### src/rtl/qdac_pkg.sv
package qdac_pkg;
  localparam int unsigned QD_CODE_W      = 8;
  localparam int unsigned QD_SEL_W       = 2;
  localparam int unsigned QD_SYNC_STAGES = 2;

  // bit positions of the edge-detected control lines
  localparam int unsigned IDX_SCLK = 0;
  localparam int unsigned IDX_LOAD = 1;
  localparam int unsigned IDX_UPD  = 2;
  localparam int unsigned N_CTRL   = 3;
endpackage

### src/rtl/qdac_sync.sv
module qdac_sync #(
  parameter int unsigned W      = 4,
  parameter int unsigned STAGES = 2
) (
  input  logic         clk,
  input  logic         rst_n,
  input  logic [W-1:0] async_in,
  output logic [W-1:0] sync_out
);
  logic [W-1:0] stg_q [STAGES];
  logic [W-1:0] stg_d [STAGES];

  always_comb begin
    stg_d[0] = async_in;
    for (int k = 1; k < STAGES; k++) stg_d[k] = stg_q[k-1];
  end

  always_ff @(posedge clk or negedge rst_n) begin
    if (!rst_n) begin
      for (int k = 0; k < STAGES; k++) stg_q[k] <= '0;
    end else begin
      for (int k = 0; k < STAGES; k++) stg_q[k] <= stg_d[k];
    end
  end

  assign sync_out = stg_q[STAGES-1];
endmodule

### src/rtl/qdac_fall.sv
module qdac_fall #(
  parameter int unsigned W = 3
) (
  input  logic         clk,
  input  logic         rst_n,
  input  logic [W-1:0] lvl,
  output logic [W-1:0] fall
);
  logic [W-1:0] prev_q;
  logic [W-1:0] prev_d;

  assign prev_d = lvl;

  always_ff @(posedge clk or negedge rst_n) begin
    if (!rst_n) prev_q <= '0;
    else        prev_q <= prev_d;
  end

  assign fall = prev_q & ~lvl;
endmodule

### src/rtl/qdac_shifter.sv
module qdac_shifter #(
  parameter int unsigned WORD_W = 11
) (
  input  logic              clk,
  input  logic              rst_n,
  input  logic              shift_en,
  input  logic              din,
  output logic [WORD_W-1:0] word
);
  logic [WORD_W-1:0] word_q;
  logic [WORD_W-1:0] word_d;

  always_comb begin
    word_d = word_q;
    if (shift_en) word_d = {word_q[WORD_W-2:0], din};
  end

  always_ff @(posedge clk or negedge rst_n) begin
    if (!rst_n) word_q <= '0;
    else        word_q <= word_d;
  end

  assign word = word_q;

  // no qualified edge, no movement
  assert_shift_hold_R3: assert property (@(posedge clk) disable iff (!rst_n)
    !shift_en |=> $stable(word_q));
  // each bit enters at the bottom, older bits move toward the top
  assert_msb_first_R2: assert property (@(posedge clk) disable iff (!rst_n)
    shift_en |=> (word_q[0] == $past(din)) &&
                 (word_q[WORD_W-1:1] == $past(word_q[WORD_W-2:0])));
endmodule

### src/rtl/qdac_chan.sv
module qdac_chan #(
  parameter int unsigned CH_W = 9
) (
  input  logic            clk,
  input  logic            rst_n,
  input  logic            wr_en,
  input  logic            direct,
  input  logic            commit,
  input  logic [CH_W-1:0] wr_word,
  output logic [CH_W-1:0] out_word
);
  logic [CH_W-1:0] in_q, in_d;
  logic [CH_W-1:0] out_q, out_d;
  logic            wr_direct;

  assign wr_direct = wr_en & direct;

  always_comb begin
    in_d = in_q;
    if (wr_en) in_d = wr_word;
  end

  always_comb begin
    out_d = out_q;
    if (wr_direct)   out_d = wr_word;
    else if (commit) out_d = in_q;
  end

  always_ff @(posedge clk or negedge rst_n) begin
    if (!rst_n) begin
      in_q  <= '0;
      out_q <= '0;
    end else begin
      in_q  <= in_d;
      out_q <= out_d;
    end
  end

  assign out_word = out_q;

  // without a direct write or a commit the output latch holds
  assert_out_hold_R6: assert property (@(posedge clk) disable iff (!rst_n)
    (!wr_direct && !commit) |=> $stable(out_q));
  // a commit moves the previous input-latch content
  assert_commit_copy_R7: assert property (@(posedge clk) disable iff (!rst_n)
    (commit && !wr_direct) |=> out_q == $past(in_q));
  // a direct write wins, including over a coincident commit
  assert_direct_write_R5: assert property (@(posedge clk) disable iff (!rst_n)
    wr_direct |=> out_q == $past(wr_word));
  // the input latch takes code and range together
  assert_in_capture_R8: assert property (@(posedge clk) disable iff (!rst_n)
    wr_en |=> in_q == $past(wr_word));
endmodule

### src/rtl/qdac_front.sv
module qdac_front
  import qdac_pkg::*;
#(
  parameter int unsigned CODE_W      = QD_CODE_W,
  parameter int unsigned SEL_W       = QD_SEL_W,
  parameter int unsigned SYNC_STAGES = QD_SYNC_STAGES
) (
  input  logic                                clk,
  input  logic                                rst_n,
  input  logic                                ser_clk,
  input  logic                                ser_din,
  input  logic                                ser_load,
  input  logic                                upd_strobe,
  output logic [(1<<SEL_W)-1:0][CODE_W-1:0]   ch_code,
  output logic [(1<<SEL_W)-1:0]               ch_range
);
  localparam int unsigned NCH    = 1 << SEL_W;
  localparam int unsigned CH_W   = CODE_W + 1;
  localparam int unsigned WORD_W = SEL_W + CH_W;
  localparam int unsigned SYNC_W = N_CTRL + 1;

  // reset: asynchronous assertion, synchronous release
  logic [1:0] rst_q;
  logic       rst_i_n;

  always_ff @(posedge clk or negedge rst_n) begin
    if (!rst_n) rst_q <= 2'b00;
    else        rst_q <= {rst_q[0], 1'b1};
  end
  assign rst_i_n = rst_q[1];

  // synchronizers: control lines in low bits, data on top
  logic [SYNC_W-1:0] raw_in, syn;
  logic [N_CTRL-1:0] ctl_lvl, ctl_fall;

  always_comb begin
    raw_in                 = '0;
    raw_in[IDX_SCLK]       = ser_clk;
    raw_in[IDX_LOAD]       = ser_load;
    raw_in[IDX_UPD]        = upd_strobe;
    raw_in[SYNC_W-1]       = ser_din;
  end

  qdac_sync #(.W(SYNC_W), .STAGES(SYNC_STAGES)) u_sync (
    .clk      (clk),
    .rst_n    (rst_i_n),
    .async_in (raw_in),
    .sync_out (syn)
  );

  assign ctl_lvl = syn[N_CTRL-1:0];

  qdac_fall #(.W(N_CTRL)) u_fall (
    .clk   (clk),
    .rst_n (rst_i_n),
    .lvl   (ctl_lvl),
    .fall  (ctl_fall)
  );

  // shift path
  logic              shift_en;
  logic [WORD_W-1:0] word;

  assign shift_en = ctl_fall[IDX_SCLK] & ctl_lvl[IDX_LOAD];

  qdac_shifter #(.WORD_W(WORD_W)) u_shift (
    .clk      (clk),
    .rst_n    (rst_i_n),
    .shift_en (shift_en),
    .din      (syn[SYNC_W-1]),
    .word     (word)
  );

  // decode
  logic [SEL_W-1:0] sel;
  logic [CH_W-1:0]  payload;
  logic             load_evt, commit, direct;
  logic [NCH-1:0]   wr_sel;

  assign sel      = word[WORD_W-1 -: SEL_W];
  assign payload  = word[CH_W-1:0];
  assign load_evt = ctl_fall[IDX_LOAD];
  assign commit   = ctl_fall[IDX_UPD];
  assign direct   = ~ctl_lvl[IDX_UPD];

  for (genvar i = 0; i < NCH; i++) begin : g_ch
    logic [CH_W-1:0] ch_out;

    assign wr_sel[i] = load_evt && (sel == SEL_W'(i));

    qdac_chan #(.CH_W(CH_W)) u_chan (
      .clk      (clk),
      .rst_n    (rst_i_n),
      .wr_en    (wr_sel[i]),
      .direct   (direct),
      .commit   (commit),
      .wr_word  (payload),
      .out_word (ch_out)
    );

    assign ch_code[i]  = ch_out[CODE_W-1:0];
    assign ch_range[i] = ch_out[CODE_W];
  end

  // at most one channel is written per cycle
  assert_sel_onehot_R2: assert property (@(posedge clk) disable iff (!rst_i_n)
    $onehot0(wr_sel));
  // every load event reaches exactly one channel
  assert_load_hits_one_R5: assert property (@(posedge clk) disable iff (!rst_i_n)
    load_evt |-> $countones(wr_sel) == 1);
  // while the strobe is held high, the port outputs do not move
  assert_port_hold_R6: assert property (@(posedge clk) disable iff (!rst_i_n)
    (ctl_lvl[IDX_UPD] && $past(ctl_lvl[IDX_UPD])) |=> ($stable(ch_code) && $stable(ch_range)));
endmodule

### config.mk
export PLATFORM = sky130hd
export DESIGN_NAME = qdac_front
export DESIGN_NICKNAME = d
export VERILOG_FILES = /design/src/rtl/qdac_pkg.sv /design/src/rtl/qdac_sync.sv /design/src/rtl/qdac_fall.sv /design/src/rtl/qdac_shifter.sv /design/src/rtl/qdac_chan.sv /design/src/rtl/qdac_front.sv
export SDC_FILE = /design/constraint.sdc
export NUM_CORES = 1
export LEC_CHECK = 0
export BUFFER_PORTS_ARGS = -buffer_cell sky130_fd_sc_hd__buf_2
export CORE_ASPECT_RATIO = 1.75
export CORE_MARGIN = 2
export CORE_UTILIZATION = 53
export CTS_CLUSTER_SIZE = 14
export DETAILED_ROUTE_END_ITERATION = 6
export PLACE_DENSITY_LB_ADDON = 0.25
export SKIP_LAST_GASP = 1
export SYNTH_ARGS = -nofsm -noshare
export SYNTH_HDL_FRONTEND = slang
export SYNTH_HIERARCHICAL = 1
export SYNTH_SLANG_ARGS = --single-unit
### constraint.sdc
create_clock -name clk -period 2.6 [get_ports clk]
set_input_delay 0.52 -clock clk [delete_from_list [all_inputs] [get_ports clk]]
set_output_delay 0.52 -clock clk [all_outputs]
set_load 0.02 [all_outputs]
* Word level (Yosys, flattened, before mapping)
Index checks and enable logic that the tools add are counted.
** Operators by class
- Muxes and demuxes :: 8
- Equal/unequal tests :: 3
- Reductions and logical operators :: 9
- Bitwise gates (word level) :: 8
** Operator list (count)
- two-way mux 9 bit :: 8
- nonzero test 2 bit :: 4
- AND 1 bit :: 5
- equality test 2 bit (second input constant) :: 2
- logical AND 1 bit :: 4
- AND 3 bit :: 1
- inverter 3 bit :: 1
- equality test 2 x 1 -> 1 bit (second input constant) :: 1
- logical NOT 2 bit :: 1
- inverter 1 bit :: 1
** Word-level totals
- Bits of input ports :: 6
- Output and inout bits :: 36
- Bits in registers :: 96

* Longest topological paths before layout
Gate-level depths: netlist (run 1).
- Depth after elaboration :: 5
- Depth in mapped cells :: 6

* Hierarchy
Netlist (run 1), hierarchy kept.
** By module, submodules not included
- qdac_chan :: cells each 60, times used 4, area an instance 822.0 um2
- qdac_shifter :: cells each 23, times used 1, area an instance 447.9 um2
- qdac_sync :: cells each 8, times used 1, area an instance 200.2 um2
- qdac_fall :: cells each 6, times used 1, area an instance 116.4 um2
- qdac_front :: cells each 9, times used 1, area an instance 101.3 um2

* Least setup slack after synthesis (run 1)
Ideal clock, no wire load.
- Path kind :: register to register
- From :: register u_sync.stg_q, in the netlist u_sync/sync_out[1]
- To :: register g_ch[0].u_chan.in_q[4]
- Cell stages (with the launch flop) :: 6
- Buffers on the path :: 2
- Data arrival time :: 1.247 ns
- Setup slack :: 1.228 ns
- Clock period less this slack :: 1.372 ns
- Cells stage by stage :: dfrtp_1 > nor2b_4 > nor3b_2 > buf_6 > buf_6 > mux2_4
** Between the ends
- Longest elaborated chain between the ends :: 3
** Ends and longest elaborated chain
- from (decl) :: line qdac_sync.sv:10 : logic [W-1:0] stg_q [STAGES];
- inverter 3 bit :: line qdac_fall.sv:19 : assign fall = prev_q & ~lvl;
- AND 3 bit :: line qdac_fall.sv:19
- via ctl_fall[1] :: line qdac_front.sv:34 : logic [N_CTRL-1:0] ctl_lvl, ctl_fall;
- logical AND 1 bit :: line qdac_front.sv:89 : assign wr_sel[i] = load_evt && (sel == SEL_W'(i));
- via wr_sel[0] :: line qdac_front.sv:78 : logic [NCH-1:0] wr_sel;
- to (signal assigned) :: line qdac_chan.sv:34 : in_q <= in_d;
- to (decl) :: line qdac_chan.sv:12 : logic [CH_W-1:0] in_q, in_d;
The timed path passes the listed nets, and every way through them passes these cells.
A chain may end at the register's enable or synchronous reset.

* Worst setup path after layout (run 1)
- From :: register u_sync.stg_q, in the netlist u_sync/sync_out[1]
- To :: register g_ch[1].u_chan.out_q[1]
** Between the ends
- Longest elaborated chain between the ends :: 5
- Elaborated cells on any way between the ends :: 6
- Those cells by class :: mux (1); bitwise (3); reduce/logical (2)
** Ends and longest elaborated chain
- inverter 3 bit * :: line qdac_fall.sv:19
- AND 3 bit * :: line qdac_fall.sv:19
- via ctl_fall[1] :: line qdac_front.sv:34
- logical AND 1 bit * :: line qdac_front.sv:89
- via wr_sel[1] :: line qdac_front.sv:78
- AND 1 bit * :: line qdac_chan.sv:16 : assign wr_direct = wr_en & direct;
- two-way mux 9 bit or nonzero test 2 bit (tied branches)
- to (signal assigned) :: line qdac_chan.sv:35 : out_q <= out_d;
- to (decl) :: line qdac_chan.sv:13 : logic [CH_W-1:0] out_q, out_d;
The timed path passes the listed nets; every way through them passes the cells marked *.

==> impl_metrics.json, run 1 <==
{
  "number_of_design_rule_violations_left_by_the_first_detailed_router_iteration": 188,
  "syn_avg_cell_area_sq_um": 14.5,
  "gp_congestion": 0.758,
  "grt_overflow_total": 0,
  "drt.antenna.violating_nets": 0,
  "synth-warning-count": 6,
  "fp.dieW_um": 70.9,
  "die-area_sq_um": 8590,
  "maxSlewViolCount": 0,
  "proportion_of_layout_cells_with_a_drive_suffix_above_1": 0.467,
  "syn_to_final_growth_pct": 11.1,
  "tightestPinTransition_ns": 0.747,
  "netlist_area_sq_um": 4150,
  "synthesis.nets": 292,
  "grt_pass1_wl_um": 12800,
  "finalSetupViolations": 0,
  "core-area_sq_um": 7570,
  "wl_per_cell_um": 18.0,
  "design_power_total_mw": 3.70,
  "totalWireLength_um": 7520,
  "layout.cells.most_common": "dfrtp_1",
  "cts_tree": "yes",
  "most-common-layout-cells": "dfrtp_1, buf_2, mux2i_1, nand3_1, o21ai_2",
  "cts_setup_buffers": 0,
  "crit_arrival_ns": 2.01,
  "drcViolationCount": 0,
  "grt_antenna_before_repair": 0,
  "pin_count_of_the_biggest_net_entering_global_routing": 47,
  "fin_skew_ns": 0.00741,
  "cp-end-kind": "register",
  "rows": 42,
  "floorplan.die.height_um": 121,
  "pwr_density_cell_nw_per_um2": 801,
  "slowest_stage": "and3b_1",
  "total_i_o_pin_count": 42,
  "worstPathMaxFanout": 19,
  "grt_setup_unrepaired": "false",
  "ir_worst_vdd_uv": 509,
  "nets": 331,
  "holdCritPathClass": "primary input to register",
  "leakage_component_of_the_power_nw": 2.26,
  "cts_sinks": 96,
  "tns_ns": 0,
  "achievable-frequency_mhz": 559,
  "cp.required_ns": 2.82,
  "clockRootBuffer": "clkbuf_16",
  "vias_per_cell": 5.64,
  "detailroute.via_count": 2356,
  "synth_seq_area_share": 0.578,
  "layout.filler_cells": 622,
  "grt_pass1_vias": 2537,
  "cts.reportedPaths.clkPinSlew_ns": 0.06,
  "floorplan.initialDensity": 0.549,
  "crit_type": "register to register",
  "period_share": 0.688,
  "n_antenna_cell": 0,
  "outcome": "completed",
  "grt_util_all_layers": 0.193,
  "cap_viol_max_count": 0,
  "minimum_clock_period_after_layout_ns": 1.79,
  "place.detailed.hpwl_um": 4840,
  "synth.distinct_cells": 16,
  "clock_insertion_delay_worst_skew_ns": 0.33,
  "critical_path.cell_chain": "nor2b_4 -> and3b_1 -> and2_4 -> o21ai_2",
  "post_cts.resized_instances": 0,
  "io_buffers": 41,
  "clock_tree.htree_level_count": 3,
  "setup.worst_path.start_class": "register",
  "cp_slowest_stage_delay_ns": 0.66,
  "cts_max_path_buffers": 2,
  "timing.slew.headroom": 0.502,
  "cts_inserted_buffers": 9,
  "postSynthCellCount": 286,
  "ys_ff_latch": 96,
  "finalHoldViolCount": 0,
  "finish.utilization": 0.610,
  "first_pass_iters": 4
}
## per-layer routing
metal  GRT usage  up-vias  share of wire
li1            -     1098              -
met1       0.266     1212           0.44
met2       0.303       36           0.52
met3      0.0349       10          0.027
met4      0.0790        0          0.017
met5           0        -              0
## timing repair
action / CTS / global route
hold buffers: 1 / 0
endpoints found under the hold margin: 2 / 0
endpoints found under the setup margin: 0 / 0
## critical path, delay by kind of cell (launching register included)
| kind | cells | cell delay [ns] |
|---|---|---|
| flip-flops | 1 | 0.42 |
| AND/OR/NAND/NOR | 3 | 1.18 |
| AO/OA/AOI/OAI | 1 | 0.08 |
## final cells by class
class                      instances  area, sq um  share of cell area
sequential                        96         2410               0.521
multi-input combinational        168         1560               0.338
timing repair buffer              49          268              0.0580
clock buffer                      13          250              0.0542
tap                               88          110              0.0238
clock inverter                     3         17.5             0.00379
inverter                           1         3.75            0.000813
## path summary, 6_finish.rpt
path	from	endpoint	slack (ns)	cells past startpoint
worst max-delay path	u_sync/sync_out[1]	g_ch[1].u_chan/out_word[1]	0.81	4
min in group asynchronous	rst_q[1]	g_ch[2].u_chan/in_q[0]	0.33	0
max in group asynchronous	rst_q[1]	g_ch[2].u_chan/in_q[8]	1.62	1
worst max register to register	u_sync/sync_out[1]	g_ch[1].u_chan/out_word[1]	0.81	4
worst min-delay path	ser_clk	u_sync/stg_d[0]	0.29	1
worst min register to register	rst_q[1]	g_ch[2].u_chan/in_q[0]	0.33	0
## synthesized netlist by cell type, drive strengths merged
cell | number | area, sq um
dfrtp | 96 | 2400
and3b | 2 | 17.5
nand3 | 36 | 180
inv | 1 | 3.75
buf | 21 | 186
o21ai | 36 | 315
and3 | 1 | 7.51
nor2b | 3 | 41.3
nor3b | 1 | 12.5
mux2i | 36 | 360
and2 | 5 | 41.3
mux2 | 47 | 582
conb | 1 | 3.75
## power by group
group | switching [mW] | leakage [nW] | internal (mW) | total, mW
Clock | 0.516 | 0.130 | 0.672 | 1.19
Sequential | 0.289 | 1.28 | 1.69 | 1.98
Combinational | 0.254 | 0.856 | 0.274 | 0.528
Total | 1.06 | 2.26 | 2.64 | 3.70
## flip-flops by register name, summed over array words and instances, names as in the netlist
signal                cells
rst_q                     2
u_fall/prev_q             3
u_shift/word             11
u_sync/stg_d              4
u_sync/sync_out           4
g_ch.u_chan/out_word     36
g_ch.u_chan/in_q         36
## through the flow
stage	std cells	cell area [sq um]	hold WS [ns]	setup WS, ns
after floorplan	286	4160	0.224	0.985
after global placement	401	4340	0.305	0.852
after detailed placement	401	4340	0.307	0.818
after CTS	418	4620	0.281	0.802
after global routing	418	4620	0.278	0.687
final	418	4620	0.289	0.810
## cell families after synthesis
logic type	after synthesis	synth area share
AOI/OAI and AO/OA	36	0.0759
buffers and inverters	22	0.0458
DFF	96	0.578
muxes	83	0.227
other	1	0.000903
and+or+nand+nor	48	0.0723
Power figures use the tool's default switching activity.
==> inputs of run 2 (changes only) <==
CORE_UTILIZATION = 58   (was 53)
clock period = 1.8 ns   (was 2.6 ns; I/O delays follow)
==> run 2 against run 1 <==
Via count decreased by 0.51%. Critical path depth unchanged. Sequential share of layout area down 0.21 points. Sequential power grew 44%. Cell count shrank 0.24%. Clock skew decreased by 0.0029 ns. Maximum frequency up 17%. Clock power increased by 38%. Critical path type unchanged. Critical endpoint is now g_ch[3].u_chan/out_word[6].
==> impl_metrics.json, run 2 (synthesis gave the netlist of run 1 again) <==
{
  "pin_count_of_the_biggest_net_entering_global_routing": 60,
  "grt_util_all_layers": 0.221,
  "p_comb_frac": 0.147,
  "clock_power_share": 0.311,
  "grt_overflow_total": 0,
  "cts_tree": "yes",
  "cap_viol_max_count": 0,
  "vias_per_cell": 5.62,
  "instances_no_fill": 417,
  "nets": 335,
  "place.detailed.hpwl_um": 4760,
  "finalSetupViolations": 0,
  "minimum_clock_period_after_layout_ns": 1.54,
  "outcome": "completed",
  "syn_to_final_growth_pct": 11.6,
  "finalHoldViolCount": 0,
  "worst_r2r_startpoint": "u_sync/sync_out[1]",
  "clockRootBuffer": "clkbuf_16",
  "rows": 40,
  "pwr_density_cell_nw_per_um2": 1140,
  "proportion_of_layout_cells_with_a_drive_suffix_above_1": 0.465,
  "tns_ns": 0,
  "number_of_design_rule_violations_left_by_the_first_detailed_router_iteration": 152,
  "cp.required_ns": 2.02,
  "grt_pass1_vias": 2467,
  "worstSetupStartpoint": "u_sync/sync_out[1]",
  "clock_insertion_delay_worst_skew_ns": 0.33,
  "cts_sinks": 96,
  "drcViolationCount": 0,
  "first_pass_iters": 4,
  "ir_worst_vdd_uv": 856,
  "crit_type": "register to register",
  "cell_internal_pwr_mw": 3.77,
  "total_i_o_pin_count": 42,
  "worstPathMaxFanout": 19,
  "totalWireLength_um": 7680,
  "power.switching_fraction": 0.286,
  "holdCritPathClass": "primary input to register",
  "leakage_component_of_the_power_nw": 2.28,
  "cp-end-kind": "register",
  "min-delay-start": "ser_din",
  "cts_max_path_buffers": 2,
  "clock_tree.htree_level_count": 3,
  "io_buffers": 41,
  "floorplan.die.height_um": 116,
  "maxSlewViolCount": 0,
  "fin_skew_ns": 0.00455,
  "cts_setup_buffers": 0,
  "achievable-frequency_mhz": 651,
  "final.hold.worst_slack_ns": 0.131,
  "fp.dieW_um": 68.0,
  "most-common-layout-cells": "dfrtp_1, buf_2, mux2i_1, nand3_1, o21ai_2",
  "detailroute.via_count": 2344,
  "cts.reportedPaths.clkPinSlew_ns": 0.06,
  "period_share": 0.853,
  "gp_congestion": 0.731,
  "grt_setup_unrepaired": "false",
  "dp_cells": 401,
  "wl_per_cell_um": 18.4,
  "grt_antenna_before_repair": 0,
  "cts_inserted_buffers": 9,
  "post_cts.resized_instances": 0,
  "pwr-share-seq": 0.542,
  "floorplan.initialDensity": 0.601,
  "layout.cells.most_common": "dfrtp_1",
  "n_antenna_cell": 0,
  "grt_pass1_wl_um": 12700,
  "die-area_sq_um": 7880,
  "core-area_sq_um": 6910,
  "setup.worst_path.start_class": "register",
  "crit_arrival_ns": 1.76,
  "p_sw_mw": 1.51,
  "drt.antenna.violating_nets": 0
}
## run 2: stage by stage
step | power [mW] | setup WS (ns) | utilization | area (sq um)
finish | 5.28 | 0.264 | 0.671 | 4640
global route | 5.50 | 0.173 | 0.671 | 4640
CTS | 5.32 | 0.264 | 0.671 | 4640
detailed placement | 3.68 | 0.288 | 0.634 | 4380
global placement | 3.65 | 0.325 | 0.634 | 4380
floorplan | 3.33 | 0.185 | - | 4160
## run 2: path summary, 6_finish.rpt
| kind | to | slack [ns] | cells past startpoint |
|---|---|---|---|
| min reg2reg | u_shift/word[5] | 0.21 | 0 |
| max reg2reg | g_ch[3].u_chan/out_word[6] | 0.26 | 4 |
| max | g_ch[3].u_chan/out_word[6] | 0.26 | 4 |
| min in group asynchronous | u_shift/word[5] | 0.21 | 0 |
| min | u_sync/stg_d[3] | 0.13 | 1 |
| max in group asynchronous | g_ch[0].u_chan/out_word[1] | 0.99 | 1 |
## run 2: per-layer routing
metal / part of all wire / GRT usage
met1: 0.46 / 0.296
met2: 0.50 / 0.348
met3: 0.024 / 0.0505
met4: 0.018 / 0.0853
met5: 0 / 0
## run 2: power groups by stage
stage	sequential [mW]	clock, mW	combinational, mW
global route	2.90	1.76	0.842
global placement	2.88	0	0.770
detailed placement	2.89	0	0.785
finish	2.86	1.64	0.779
floorplan	2.85	0	0.479
CTS	2.85	1.67	0.790
## run 2: what timing repair did
item	CTS	global route
endpoints found under the setup margin	0	0
endpoints found under the hold margin	2	0
hold buffers	1	0
## run 2: area by class of cell
type,count,area (sq um)
well taps,84,105
inverters,1,3.75
repair buffers,53,310
flip-flops and latches,96,2410
clock inverters,1,5.00
clock buffers,14,244
multi-input cells,168,1560
fillers,512,2270
## run 2: critical path: stages, from the launching register on
cell     delay (ns)
dfrtp_1        0.42
nor2b_4        0.14
and3_2         0.46
and2_4         0.33
o21ai_2        0.08
==> inputs of run 3 (changes only) <==
ABC_AREA = 1   (was not set)
CORE_UTILIZATION = 59   (was 58)
==> run 3 against run 2 <==
Power down 8.1%. First-iteration DRC count up 29%. Register-to-register slack better by 0.09 ns. Largest cell class unchanged. Largest power group unchanged.
==> impl_metrics.json, run 3 <==
{
  "proportion_of_layout_cells_with_a_drive_suffix_above_1": 0.166,
  "synth.top_cell.area_share": 0.547,
  "cap_viol_max_count": 0,
  "totalWireLength_um": 8440,
  "core-area_sq_um": 7230,
  "fp.dieW_um": 69.2,
  "gp_congestion": 0.750,
  "clock_insertion_delay_worst_skew_ns": 0.34,
  "postSynthCellCount": 506,
  "netlist_area_sq_um": 4400,
  "grt_pass1_wl_um": 14700,
  "maxSlewViolCount": 0,
  "list_of_most_frequent_post_synthesis_cells": "nand2_1, dfrtp_1, nand3_1, inv_1, nor2_1",
  "synth_seq_area_share": 0.547,
  "cts_inserted_buffers": 9,
  "instances_no_fill": 633,
  "layout.cells.most_common": "nand2_1",
  "holdCritPathClass": "primary input to register",
  "ys_ff_latch": 96,
  "tns_ns": 0,
  "crit_arrival_ns": 1.67,
  "synthesis.nets": 512,
  "synth-warning-count": 6,
  "grt_util_all_layers": 0.223,
  "drcViolationCount": 0,
  "die-area_sq_um": 8180,
  "cts.reportedPaths.clkPinSlew_ns": 0.06,
  "multi_input_comb_area_sq_um": 1520,
  "drt.antenna.violating_nets": 0,
  "fin_skew_ns": 0.00587,
  "cts_sinks": 96,
  "grt_pass1_vias": 3241,
  "minimum_clock_period_after_layout_ns": 1.45,
  "nets": 549,
  "rows": 41,
  "synthFlopType": "dfrtp_1",
  "most-common-layout-cells": "nand2_1, dfrtp_1, nand3_1",
  "wl_per_cell_um": 13.3,
  "cp-end-kind": "register",
  "io_buffers": 41,
  "cp_slowest_stage_delay_ns": 0.40,
  "grt_overflow_total": 0,
  "critical_path.cell_chain": "nor2_2 -> nand2_1 -> nor2_1 -> buf_4 -> nand2_8 -> nand2_2 -> nand3_2",
  "synth.distinct_cells": 16,
  "dp_cells": 617,
  "detailroute.via_count": 3271,
  "regArea_sq_um": 2410,
  "finish.utilization": 0.668,
  "design_power_total_mw": 4.85,
  "ir_worst_vdd_uv": 753,
  "yosysMostFrequentCell": "nand2_1",
  "grt_antenna_before_repair": 0,
  "pin_count_of_the_biggest_net_entering_global_routing": 95,
  "vias_per_cell": 5.17,
  "synth_edf_count": 0,
  "layout.filler_cells": 609,
  "crit_type": "register to register",
  "floorplan.initialDensity": 0.608,
  "setup.worst_path.start_class": "register",
  "cts_tree": "yes",
  "top_cells_by_area_synth": "dfrtp_1, nand2_1, nand3_1, buf_6, inv_1",
  "grt_setup_unrepaired": "false",
  "cp.required_ns": 2.02,
  "n_antenna_cell": 0,
  "finalSetupViolations": 0,
  "cts_max_path_buffers": 2,
  "outcome": "completed",
  "worst-r2r-cell-count": 7,
  "worstPathMaxFanout": 28,
  "place.detailed.hpwl_um": 5480,
  "syn_avg_cell_area_sq_um": 8.69,
  "pwr_density_cell_nw_per_um2": 1000,
  "total_i_o_pin_count": 42,
  "achievable-frequency_mhz": 691,
  "whs_path_depth": 1,
  "first_pass_iters": 5,
  "leakage_component_of_the_power_nw": 2.66,
  "slowest_stage": "dfrtp_1",
  "synth_top_area_cell": "dfrtp_1",
  "post_cts.resized_instances": 0,
  "syn_to_final_growth_pct": 9.93,
  "clock_tree.htree_level_count": 3,
  "clockRootBuffer": "clkbuf_16",
  "finalHoldViolCount": 0,
  "period_share": 0.804,
  "number_of_design_rule_violations_left_by_the_first_detailed_router_iteration": 196,
  "floorplan.die.height_um": 118,
  "postSynth.asyncResetShare": 1.00
}
==> run 3: cell count changes after synthesis, moves of 14 or more <==
cell	before	now
mux2i_1	36	0
nor2_1	0	32
mux2_4	14	0
o21ai_2	36	0
mux2_2	33	0
a21oi_1	0	28
nand3_1	36	68
inv_1	1	52
nand2_1	0	168
==> run 3: per-layer routing <==
metal / up-vias / wire, um / track usage
met5: - / 0 / 0
met4: 0 / 282 / 0.116
met3: 22 / 283 / 0.0341
met2: 71 / 4260 / 0.383
met1: 1530 / 3610 / 0.269
li1: 1648 / - / -
==> run 3: report_power, final <==
part | internal, mW | switching, mW | total [mW]
Combinational | 0.202 | 0.413 | 0.615
Clock | 0.966 | 0.723 | 1.69
Sequential | 2.35 | 0.197 | 2.55
==> run 3: what timing repair did <==
| action | 4_1_cts | 5_1_grt |
|---|---|---|
| hold buffers | 1 | 0 |
| endpoints found under the setup margin | 0 | 0 |
| hold endpoints to repair | 2 | 0 |
| buffers inserted | 0 | 0 |
==> run 3: path summary, 6_finish.rpt <==
path	from	endpoint	slack [ns]
max	u_sync/sync_out[1]	g_ch[3].u_chan/out_word[7]	0.35
min	ser_clk	u_sync/stg_d[0]	0.13
max reg2reg	u_sync/sync_out[1]	g_ch[3].u_chan/out_word[7]	0.35
min reg2reg	u_sync/stg_d[2]	u_sync/sync_out[2]	0.35
max in group asynchronous	rst_q[1]	u_sync/stg_d[2]	1.05
min in group asynchronous	rst_n	rst_q[1]	0.34
==> run 3: critical path, delay by kind of cell (launching register included) <==
| family | cells | cell delay (ns) |
|---|---|---|
| flops | 1 | 0.40 |
| buf+inv | 1 | 0.30 |
| simple gates | 6 | 0.62 |
==> run 3: cell families (layout without fill, tap and decap cells) <==
logic type	after synthesis	after routing	synth area share
buf+inv	82	123	0.108
flops	96	96	0.547
compound gates	36	36	0.0410
other cells	1	1	0.000853
simple gates	291	291	0.304
==> run 3: metrics by stage <==
stage / instance area [sq um] / hold WS (ns) / setup slack (ns)
2_1_floorplan: 4400 / 0.0644 / 0.185
3_3_place_gp: 4560 / 0.144 / 0.413
3_5_place_dp: 4560 / 0.146 / 0.373
4_1_cts: 4830 / 0.119 / 0.353
5_1_grt: 4830 / 0.120 / 0.224
6_report: 4830 / 0.127 / 0.353
==> run 3: final cells by class <==
cell class / count / area share
Timing Repair Buffer: 52 / 0.0678
Sequential cell: 96 / 0.498
Clock buffer: 14 / 0.0526
Inverter: 56 / 0.0435
Clock inverter: 1 / 0.00104
Tap cell: 86 / 0.0223
Multi-Input combinational cell: 328 / 0.315
